File: src/rtl/psc_pkg.sv
package psc_pkg;
  localparam int REG_W  = 32;
  localparam int LS_W   = 4;
  localparam int SPD_W  = 4;
  localparam int N_CHG  = 7;

  // field positions
  localparam int B_CONN   = 0;
  localparam int B_EN     = 1;
  localparam int B_OC     = 3;
  localparam int B_PRST   = 4;
  localparam int B_LS_LO  = 5;
  localparam int B_PWR    = 9;
  localparam int B_SPD_LO = 10;
  localparam int B_IND_LO = 14;
  localparam int B_STROBE = 16;
  localparam int B_CHG_LO = 17;
  localparam int B_CAS    = 24;
  localparam int B_WARM   = 31;

  // change flag order inside the flag vector
  localparam int C_CSC = 0;
  localparam int C_PEC = 1;
  localparam int C_WRC = 2;
  localparam int C_OCC = 3;
  localparam int C_RC  = 4;
  localparam int C_PLC = 5;
  localparam int C_CEC = 6;

  typedef enum logic [LS_W-1:0] {
    LS_U0       = 4'd0,
    LS_U1       = 4'd1,
    LS_U2       = 4'd2,
    LS_U3       = 4'd3,
    LS_DISABLED = 4'd4,
    LS_RXDET    = 4'd5,
    LS_INACTIVE = 4'd6,
    LS_POLLING  = 4'd7,
    LS_RECOVERY = 4'd8,
    LS_HOTRST   = 4'd9,
    LS_COMPLY   = 4'd10,
    LS_TEST     = 4'd11,
    LS_RESUME   = 4'd15
  } link_e;
endpackage

File: src/rtl/psc_change_flags.sv
module psc_change_flags #(
  parameter int N = 7
) (
  input  logic         clk,
  input  logic         rst,
  input  logic [N-1:0] set_i,
  input  logic [N-1:0] clr_i,
  output logic [N-1:0] flag_q
);
  for (genvar g = 0; g < N; g++) begin : g_flag
    always_ff @(posedge clk) begin
      if (rst)
        flag_q[g] <= 1'b0;
      else if (set_i[g])
        flag_q[g] <= 1'b1;          // hardware set beats software clear
      else if (clr_i[g])
        flag_q[g] <= 1'b0;
    end
  end
endmodule

File: src/rtl/psc_link_track.sv
module psc_link_track
  import psc_pkg::*;
(
  input  logic            clk,
  input  logic            rst,
  input  logic            hw_valid,
  input  logic [LS_W-1:0] hw_ls,
  input  logic            sw_wr,
  input  logic [LS_W-1:0] sw_ls,
  output logic [LS_W-1:0] ls_q,
  output logic            plc_set
);
  logic [LS_W-1:0] prev_q;
  logic            hw_chg, sw_chg;

  function automatic logic flag_worthy(input logic [LS_W-1:0] pp,
                                       input logic [LS_W-1:0] o,
                                       input logic [LS_W-1:0] n);
    logic r;
    r = 1'b0;
    if (n == LS_INACTIVE) r = 1'b1;
    if (o == LS_U3 && n == LS_RESUME) r = 1'b1;
    if (o == LS_RESUME && n == LS_U0) r = 1'b1;
    if (o == LS_RECOVERY && n == LS_U0 &&
        (pp == LS_RESUME || pp == LS_U3)) r = 1'b1;
    if (o == LS_U3 && n == LS_U0) r = 1'b1;
    if (o == LS_U2 && n == LS_U0) r = 1'b1;
    if (o == LS_U0 && n == LS_DISABLED) r = 1'b1;
    return r;
  endfunction

  assign hw_chg  = hw_valid && (hw_ls != ls_q);
  assign sw_chg  = !hw_valid && sw_wr && (sw_ls != ls_q);
  assign plc_set = hw_chg && flag_worthy(prev_q, ls_q, hw_ls);

  always_ff @(posedge clk) begin
    if (rst) begin
      ls_q   <= '0;
      prev_q <= '0;
    end else if (hw_chg) begin
      prev_q <= ls_q;
      ls_q   <= hw_ls;
    end else if (sw_chg) begin
      prev_q <= ls_q;
      ls_q   <= sw_ls;
    end
  end
endmodule

File: src/rtl/psc_reset_ctl.sv
module psc_reset_ctl
  import psc_pkg::*;
(
  input  logic             clk,
  input  logic             rst,
  input  logic             conn_q,
  input  logic             conn_in,
  input  logic             oc_q,
  input  logic             oc_in,
  input  logic             start,
  input  logic             start_warm,
  input  logic             sw_disable,
  input  logic             done,
  input  logic [SPD_W-1:0] speed_in,
  input  logic             cold_attach,
  output logic             prst_q,
  output logic             warm_q,
  output logic             en_q,
  output logic [SPD_W-1:0] speed_q,
  output logic             cas_q,
  output logic             rc_set,
  output logic             wrc_set,
  output logic             pec_set
);
  logic complete, begin_rst, drop, unplug;

  assign complete  = done && prst_q;
  assign begin_rst = !complete && start && !prst_q;
  assign unplug    = conn_q && !conn_in;
  assign drop      = en_q && (unplug || (!oc_q && oc_in));
  assign pec_set   = drop && !complete && !begin_rst;
  assign rc_set    = complete;
  assign wrc_set   = complete && warm_q;

  always_ff @(posedge clk) begin
    if (rst) begin
      prst_q  <= 1'b0;
      warm_q  <= 1'b0;
      en_q    <= 1'b0;
      speed_q <= '0;
    end else if (complete) begin
      prst_q  <= 1'b0;
      warm_q  <= 1'b0;
      en_q    <= conn_in;
      speed_q <= conn_in ? speed_in : '0;
    end else begin
      if (begin_rst) begin
        prst_q <= 1'b1;
        warm_q <= start_warm;
        en_q   <= 1'b0;
      end else if (drop || sw_disable) begin
        en_q   <= 1'b0;
      end
      if (unplug) speed_q <= '0;
    end
  end

  always_ff @(posedge clk) begin
    if (rst)
      cas_q <= 1'b0;
    else if (cold_attach)
      cas_q <= 1'b1;
    else if (complete && warm_q)
      cas_q <= 1'b0;
  end
endmodule

File: src/rtl/psc_port_reg.sv
module psc_port_reg
  import psc_pkg::*;
(
  input  logic             clk,
  input  logic             rst,
  input  logic             wr_en,
  input  logic [REG_W-1:0] wr_data,
  output logic [REG_W-1:0] rd_data,
  input  logic             hw_connect,
  input  logic             hw_overcur,
  input  logic             hw_ls_valid,
  input  logic [LS_W-1:0]  hw_ls,
  input  logic [SPD_W-1:0] hw_speed,
  input  logic             hw_reset_done,
  input  logic             hw_cfg_err,
  input  logic             hw_cold_attach,
  output logic             port_reset_out,
  output logic             warm_reset_out,
  output logic [LS_W-1:0]  link_state_out,
  output logic             power_out,
  output logic [1:0]       indicator_out,
  output logic             irq
);
  logic             conn_q, oc_q, pwr_q;
  logic [1:0]       ind_q;
  logic [LS_W-1:0]  ls_q;
  logic [SPD_W-1:0] speed_q;
  logic             prst_q, warm_q, en_q, cas_q;
  logic             rc_set, wrc_set, pec_set, plc_set;
  logic [N_CHG-1:0] chg_set, chg_clr, chg_q;
  logic             unused_wr;

  assign unused_wr = ^{wr_data[30:24], wr_data[13:10], wr_data[3:2], wr_data[0]};

  always_ff @(posedge clk) begin
    if (rst) begin
      conn_q <= 1'b0;
      oc_q   <= 1'b0;
      pwr_q  <= 1'b1;
      ind_q  <= '0;
    end else begin
      conn_q <= hw_connect;
      oc_q   <= hw_overcur;
      if (wr_en) begin
        pwr_q <= wr_data[B_PWR];
        ind_q <= wr_data[B_IND_LO +: 2];
      end
    end
  end

  psc_link_track u_link (
    .clk      (clk),
    .rst      (rst),
    .hw_valid (hw_ls_valid),
    .hw_ls    (hw_ls),
    .sw_wr    (wr_en && wr_data[B_STROBE]),
    .sw_ls    (wr_data[B_LS_LO +: LS_W]),
    .ls_q     (ls_q),
    .plc_set  (plc_set)
  );

  psc_reset_ctl u_rst (
    .clk         (clk),
    .rst         (rst),
    .conn_q      (conn_q),
    .conn_in     (hw_connect),
    .oc_q        (oc_q),
    .oc_in       (hw_overcur),
    .start       (wr_en && (wr_data[B_PRST] || wr_data[B_WARM])),
    .start_warm  (wr_data[B_WARM]),
    .sw_disable  (wr_en && wr_data[B_EN]),
    .done        (hw_reset_done),
    .speed_in    (hw_speed),
    .cold_attach (hw_cold_attach),
    .prst_q      (prst_q),
    .warm_q      (warm_q),
    .en_q        (en_q),
    .speed_q     (speed_q),
    .cas_q       (cas_q),
    .rc_set      (rc_set),
    .wrc_set     (wrc_set),
    .pec_set     (pec_set)
  );

  always_comb begin
    chg_set        = '0;
    chg_set[C_CSC] = hw_connect != conn_q;
    chg_set[C_PEC] = pec_set;
    chg_set[C_WRC] = wrc_set;
    chg_set[C_OCC] = hw_overcur != oc_q;
    chg_set[C_RC]  = rc_set;
    chg_set[C_PLC] = plc_set;
    chg_set[C_CEC] = hw_cfg_err;
  end

  assign chg_clr = wr_en ? wr_data[B_CHG_LO +: N_CHG] : '0;

  psc_change_flags #(.N(N_CHG)) u_flags (
    .clk    (clk),
    .rst    (rst),
    .set_i  (chg_set),
    .clr_i  (chg_clr),
    .flag_q (chg_q)
  );

  always_comb begin
    rd_data                      = '0;
    rd_data[B_CONN]              = conn_q;
    rd_data[B_EN]                = en_q;
    rd_data[B_OC]                = oc_q;
    rd_data[B_PRST]              = prst_q;
    rd_data[B_LS_LO +: LS_W]     = ls_q;
    rd_data[B_PWR]               = pwr_q;
    rd_data[B_SPD_LO +: SPD_W]   = speed_q;
    rd_data[B_IND_LO +: 2]       = ind_q;
    rd_data[B_CHG_LO +: N_CHG]   = chg_q;
    rd_data[B_CAS]               = cas_q;
  end

  assign port_reset_out = prst_q;
  assign warm_reset_out = prst_q && warm_q;
  assign link_state_out = ls_q;
  assign power_out      = pwr_q;
  assign indicator_out  = ind_q;
  assign irq            = |chg_q;
endmodule

File: config.mk
export PLATFORM = sky130hd
export DESIGN_NAME = psc_port_reg
export DESIGN_NICKNAME = d
export VERILOG_FILES = /design/src/rtl/psc_pkg.sv /design/src/rtl/psc_change_flags.sv /design/src/rtl/psc_link_track.sv /design/src/rtl/psc_reset_ctl.sv /design/src/rtl/psc_port_reg.sv
export SDC_FILE = /design/constraint.sdc
export NUM_CORES = 1
export LEC_CHECK = 0
export BUFFER_PORTS_ARGS = -buffer_cell sky130_fd_sc_hd__clkbuf_2
export CAP_MARGIN = 25
export CELL_PAD_IN_SITES_DETAIL_PLACEMENT = 1
export CELL_PAD_IN_SITES_GLOBAL_PLACEMENT = 1
export CORE_MARGIN = 5
export CORE_UTILIZATION = 32
export CTS_BUF_LIST = sky130_fd_sc_hd__clkbuf_4
export DETAILED_ROUTE_END_ITERATION = 16
export HOLD_SLACK_MARGIN = 0.15
export PLACE_DENSITY = 0.93
export SYNTH_ARGS = -nofsm -noshare
export SYNTH_HDL_FRONTEND = slang
export SYNTH_SLANG_ARGS = --single-unit
File: constraint.sdc
create_clock -name clk -period 2 [get_ports clk]
set_input_delay 0 -clock clk [delete_from_list [all_inputs] [get_ports clk]]
set_output_delay 0 -clock clk [all_outputs]
set_load 0.05 [all_outputs]
==> impl_table.tex <==
\begin{tabular}{lr}
\hline
Metric & Value \\
\hline
\multicolumn{2}{l}{\textbf{Run status}} \\
\quad Run status & complete, no violations \\
\multicolumn{2}{l}{\textbf{Final layout}} \\
\quad Number of nets in the layout & 316 \\
\quad Fraction of layout instances using a drive strength above 1 & 33.0\% \\
\quad Final cell area excluding filler cells & 2250 um\^{}2 \\
\quad Area growth from synthesis to final layout & 42.7\% \\
\multicolumn{2}{l}{\textbf{Logic synthesis}} \\
\quad Most used flip-flop cell after synthesis & dfxtp\_1 \\
\quad Sequential element share of the synthesized area & 35.6\% \\
\quad Mapped Area & 1580 um\^{}2 \\
\quad Syn\_area\_per\_cell & 8.90 um\^{}2 \\
\quad Synthesis warning total & 0 \\
\quad Synth Instances & 177 \\
\quad Number of flops mapped to enable cells by yosys & 0 \\
\quad Most repeated cell in the gate-level netlist after synthesis & dfxtp\_1 \\
\quad Library cell occupying the most area in the post-synthesis netlist & dfxtp\_1 \\
\quad FFs w/ async S/R, synth & 0\% \\
\quad Number of storage elements in the synthesis netlist & 28 \\
\quad Synth cell types & 40 \\
\quad Commonest cells in the synthesized netlist & dfxtp\_1 (28), buf\_4 (24), nand2\_1 (16) \\
\quad Cells taking the most area after synthesis & dfxtp\_1 (36\%), buf\_4 (11\%), mux2i\_1 (4.4\%) \\
\quad Proportion of netlist area held by the largest area contributor & 35.6\% \\
\multicolumn{2}{l}{\textbf{Timing}} \\
\quad Fmax & 0.547 GHz \\
\quad Slew HR & 54.0\% \\
\quad Worst Tran Pin Value & 0.689 ns \\
\quad RSZ-0062 raised after global routing & no \\
\quad Time the worst path needs with I/O delays and setup & 1.83 ns \\
\quad Total negative slack for setup checks & 0 ns \\
\quad Worst setup skew after layout & 0.00380 ns \\
\quad Fraction of the cycle the final worst path needs & 91.4\% \\
\quad Count of endpoints failing hold in the final timing report & 0 \\
\quad Setup violations, final & 0 \\
\quad Max-slew violation total from the final report & 0 \\
\multicolumn{2}{l}{\textbf{Global route}} \\
\quad Global-route wire length before repair & 8970 um \\
\quad GR Util All Layers & 18.2\% \\
\quad Initial antenna violation count & 0 \\
\quad GRT overflow & 0 \\
\quad Vias in the first global route & 1787 \\
\quad Pin count of the biggest net entering global routing & 33 \\
\multicolumn{2}{l}{\textbf{Critical path}} \\
\quad Required @ worst endpoint & 2.27 ns \\
\quad Endpoint kind of the worst setup timing path & flip-flop \\
\quad Crit Path Category & reg -> reg \\
\quad Max FO, Critical Path & 9 \\
\quad Arrival time of data at the critical path endpoint & 2.10 ns \\
\quad Category of the worst setup path launch point & flip-flop \\
\multicolumn{2}{l}{\textbf{Placement}} \\
\quad Placer congestion estimate & 0.798 \\
\quad Port bufs & 67 \\
\quad Post-detailed-placement cell area & 1840 um\^{}2 \\
\quad Final HPWL from detailed placement & 3540 um \\
\multicolumn{2}{l}{\textbf{Clock network}} \\
\quad Clock latency on the worst-skew pair & 0.34 ns \\
\quad Number of H-tree levels & 1 \\
\quad Maximum count of clock buffers along a single path & 2 \\
\quad Buffer type at the clock tree root & clkbuf\_4 \\
\quad CTS tree & yes \\
\quad CTS clock-pin slew for the worst setup and hold paths & 0.16 ns \\
\quad Clk sink count & 28 \\
\quad Number of buffers created by CTS & 3 \\
\quad Setup Buffers After CTS & 0 \\
\multicolumn{2}{l}{\textbf{Detailed routing}} \\
\quad First-pass iteration count of the detailed router & 4 \\
\quad Number of vias per cell & 4.97 \\
\quad Number of remaining DRC errors & 0 \\
\quad Uppermost layer routed & met4 \\
\quad Routed length on met3 & 218 um \\
\quad Average wire per standard cell & 17.8 um \\
\quad Violation count after the first detailed-routing iteration & 89 \\
\quad DR WL met2 & 3100 um \\
\quad Via count & 1650 \\
\quad Number of nets with antenna violations after routing & 0 \\
\quad Drt total wl & 5920 um \\
\quad Met1 Wirelength & 2310 um \\
\multicolumn{2}{l}{\textbf{Pwr}} \\
\quad Static power due to leakage & 1.01 nW \\
\quad IR drop worst, VDD & 0.432 mV \\
\quad Power density normalized to cell area & 683 nW/um\^{}2 \\
\multicolumn{2}{l}{\textbf{Floorplan}} \\
\quad Area of the core region & 4750 um\^{}2 \\
\quad DIE AREA & 6430 um\^{}2 \\
\quad Die W & 80.2 um \\
\quad Die height & 80.2 um \\
\quad Effective utilization at floorplan & 33.1\% \\
\quad Number of rows in the core area & 25 \\
\quad Top-level I/O count & 91 \\
\multicolumn{2}{l}{\textbf{Hold path}} \\
\quad Type of the worst min-delay path & in -> reg \\
\multicolumn{2}{l}{\textbf{Run}} \\
\quad Max-cap viol count & 0 \\
\hline
\end{tabular}
==> where the power goes <==
group	switching [mW]	leakage (nW)	total, mW	internal (mW)
Combinational	0.346	0.753	0.516	0.170
Sequential	0.0382	0.231	0.630	0.591
Clock	0.185	0.0279	0.388	0.203
==> stage by stage <==
step                instances  hold WS (ns)  total power [mW]  utilization, %  setup WS (ns)
floorplan                 185         0.117              1.00               -         0.0372
global placement          293         0.205              1.07            38.7          0.282
detailed placement        293         0.215              1.08            38.7          0.155
CTS                       330         0.154              1.52            46.8          0.130
global route              331         0.135              1.60            47.2         0.0579
finish                    332         0.129              1.53            47.3          0.172
==> worst max-delay path: stages (launching register included) <==
cell and delay (ns):
dfxtp_1 0.47, and2_1 0.37, nand3_1 0.15, dlygate4sd3_1 0.62
a21oi_1 0.15
==> sequential cells by signal, indices dropped and copies added, names as in the netlist <==
signal / count
u_rst.prst_q: 1
u_link.ls_q: 4
conn_q: 1
indicator_out: 2
u_rst.speed_q: 4
u_rst.warm_q: 1
u_flags.flag_q: 7
u_rst.cas_q: 1
power_out: 1
u_link.prev_q: 4
u_rst.en_q: 1
oc_q: 1
==> cell families (layout without fill, tap and decap cells) <==
logic type / after synthesis / in the layout / synth area share [%]
buffers and inverters: 38 / 117 / 15.7
multiplexers: 7 / 7 / 4.45
flip-flops: 28 / 28 / 35.6
other: 1 / 10 / 0.238
adder cells (fa/ha/maj): 2 / 2 / 1.59
AO/OA/AOI/OAI: 30 / 30 / 15.8
AND/OR/NAND/NOR: 62 / 62 / 21.1
XOR/XNOR: 9 / 9 / 5.48
==> area by class of cell <==
cell class | count | area, um^2
Fill cell | 594 | 2510
Multi-Input combinational cell | 119 | 806
Clock buffer | 3 | 22.5
Antenna cell | 1 | 2.50
Sequential cell | 28 | 563
Clock inverter | 1 | 30.0
Timing Repair Buffer | 106 | 713
Inverter | 7 | 26.3
Tap cell | 67 | 83.8
==> layout by cell type, fill, tap and decap left out, drive strengths merged, types with 2 or more instances in the layout <==
cell type and count:
and2 2, clkbuf 70, ha 2, o211ai 2, nor2b 2, a2111oi 5, nand2 16, inv 7
dlygate4sd3 34, dfxtp 28, mux2i 7, buf 5, nor2 12, nand3 4, xor2 8, nor3 2
conb 9, nor4 8, a21oi 13, nand2b 8, nand3b 4
==> timing repair <==
item / in CTS / in global routing
endpoints found under the hold margin: 24 / 1
resized for setup: 0 / 3
endpoints found under the setup margin: 0 / 7
hold buffers: 33 / 1
==> path summary, 6_finish.rpt <==
check / startpoint / endpoint / slack [ns] / cells past startpoint
max: u_rst.prst_q / u_rst.speed_q[0] / 0.17 / 4
min: wr_data[1] / u_rst.en_q / 0.13 / 4
max reg2reg: u_rst.prst_q / u_rst.speed_q[0] / 0.17 / 4
min reg2reg: u_flags.flag_q[2] / u_flags.flag_q[2] / 0.51 / 2
==> metal layers <==
layer  vias up  track usage, %
met5         -               0
met1       817            19.3
met3        22            2.91
met4         0            9.80
met2        56            33.9
li1        755               -
No activity file was read; power rests on OpenSTA's default activity.
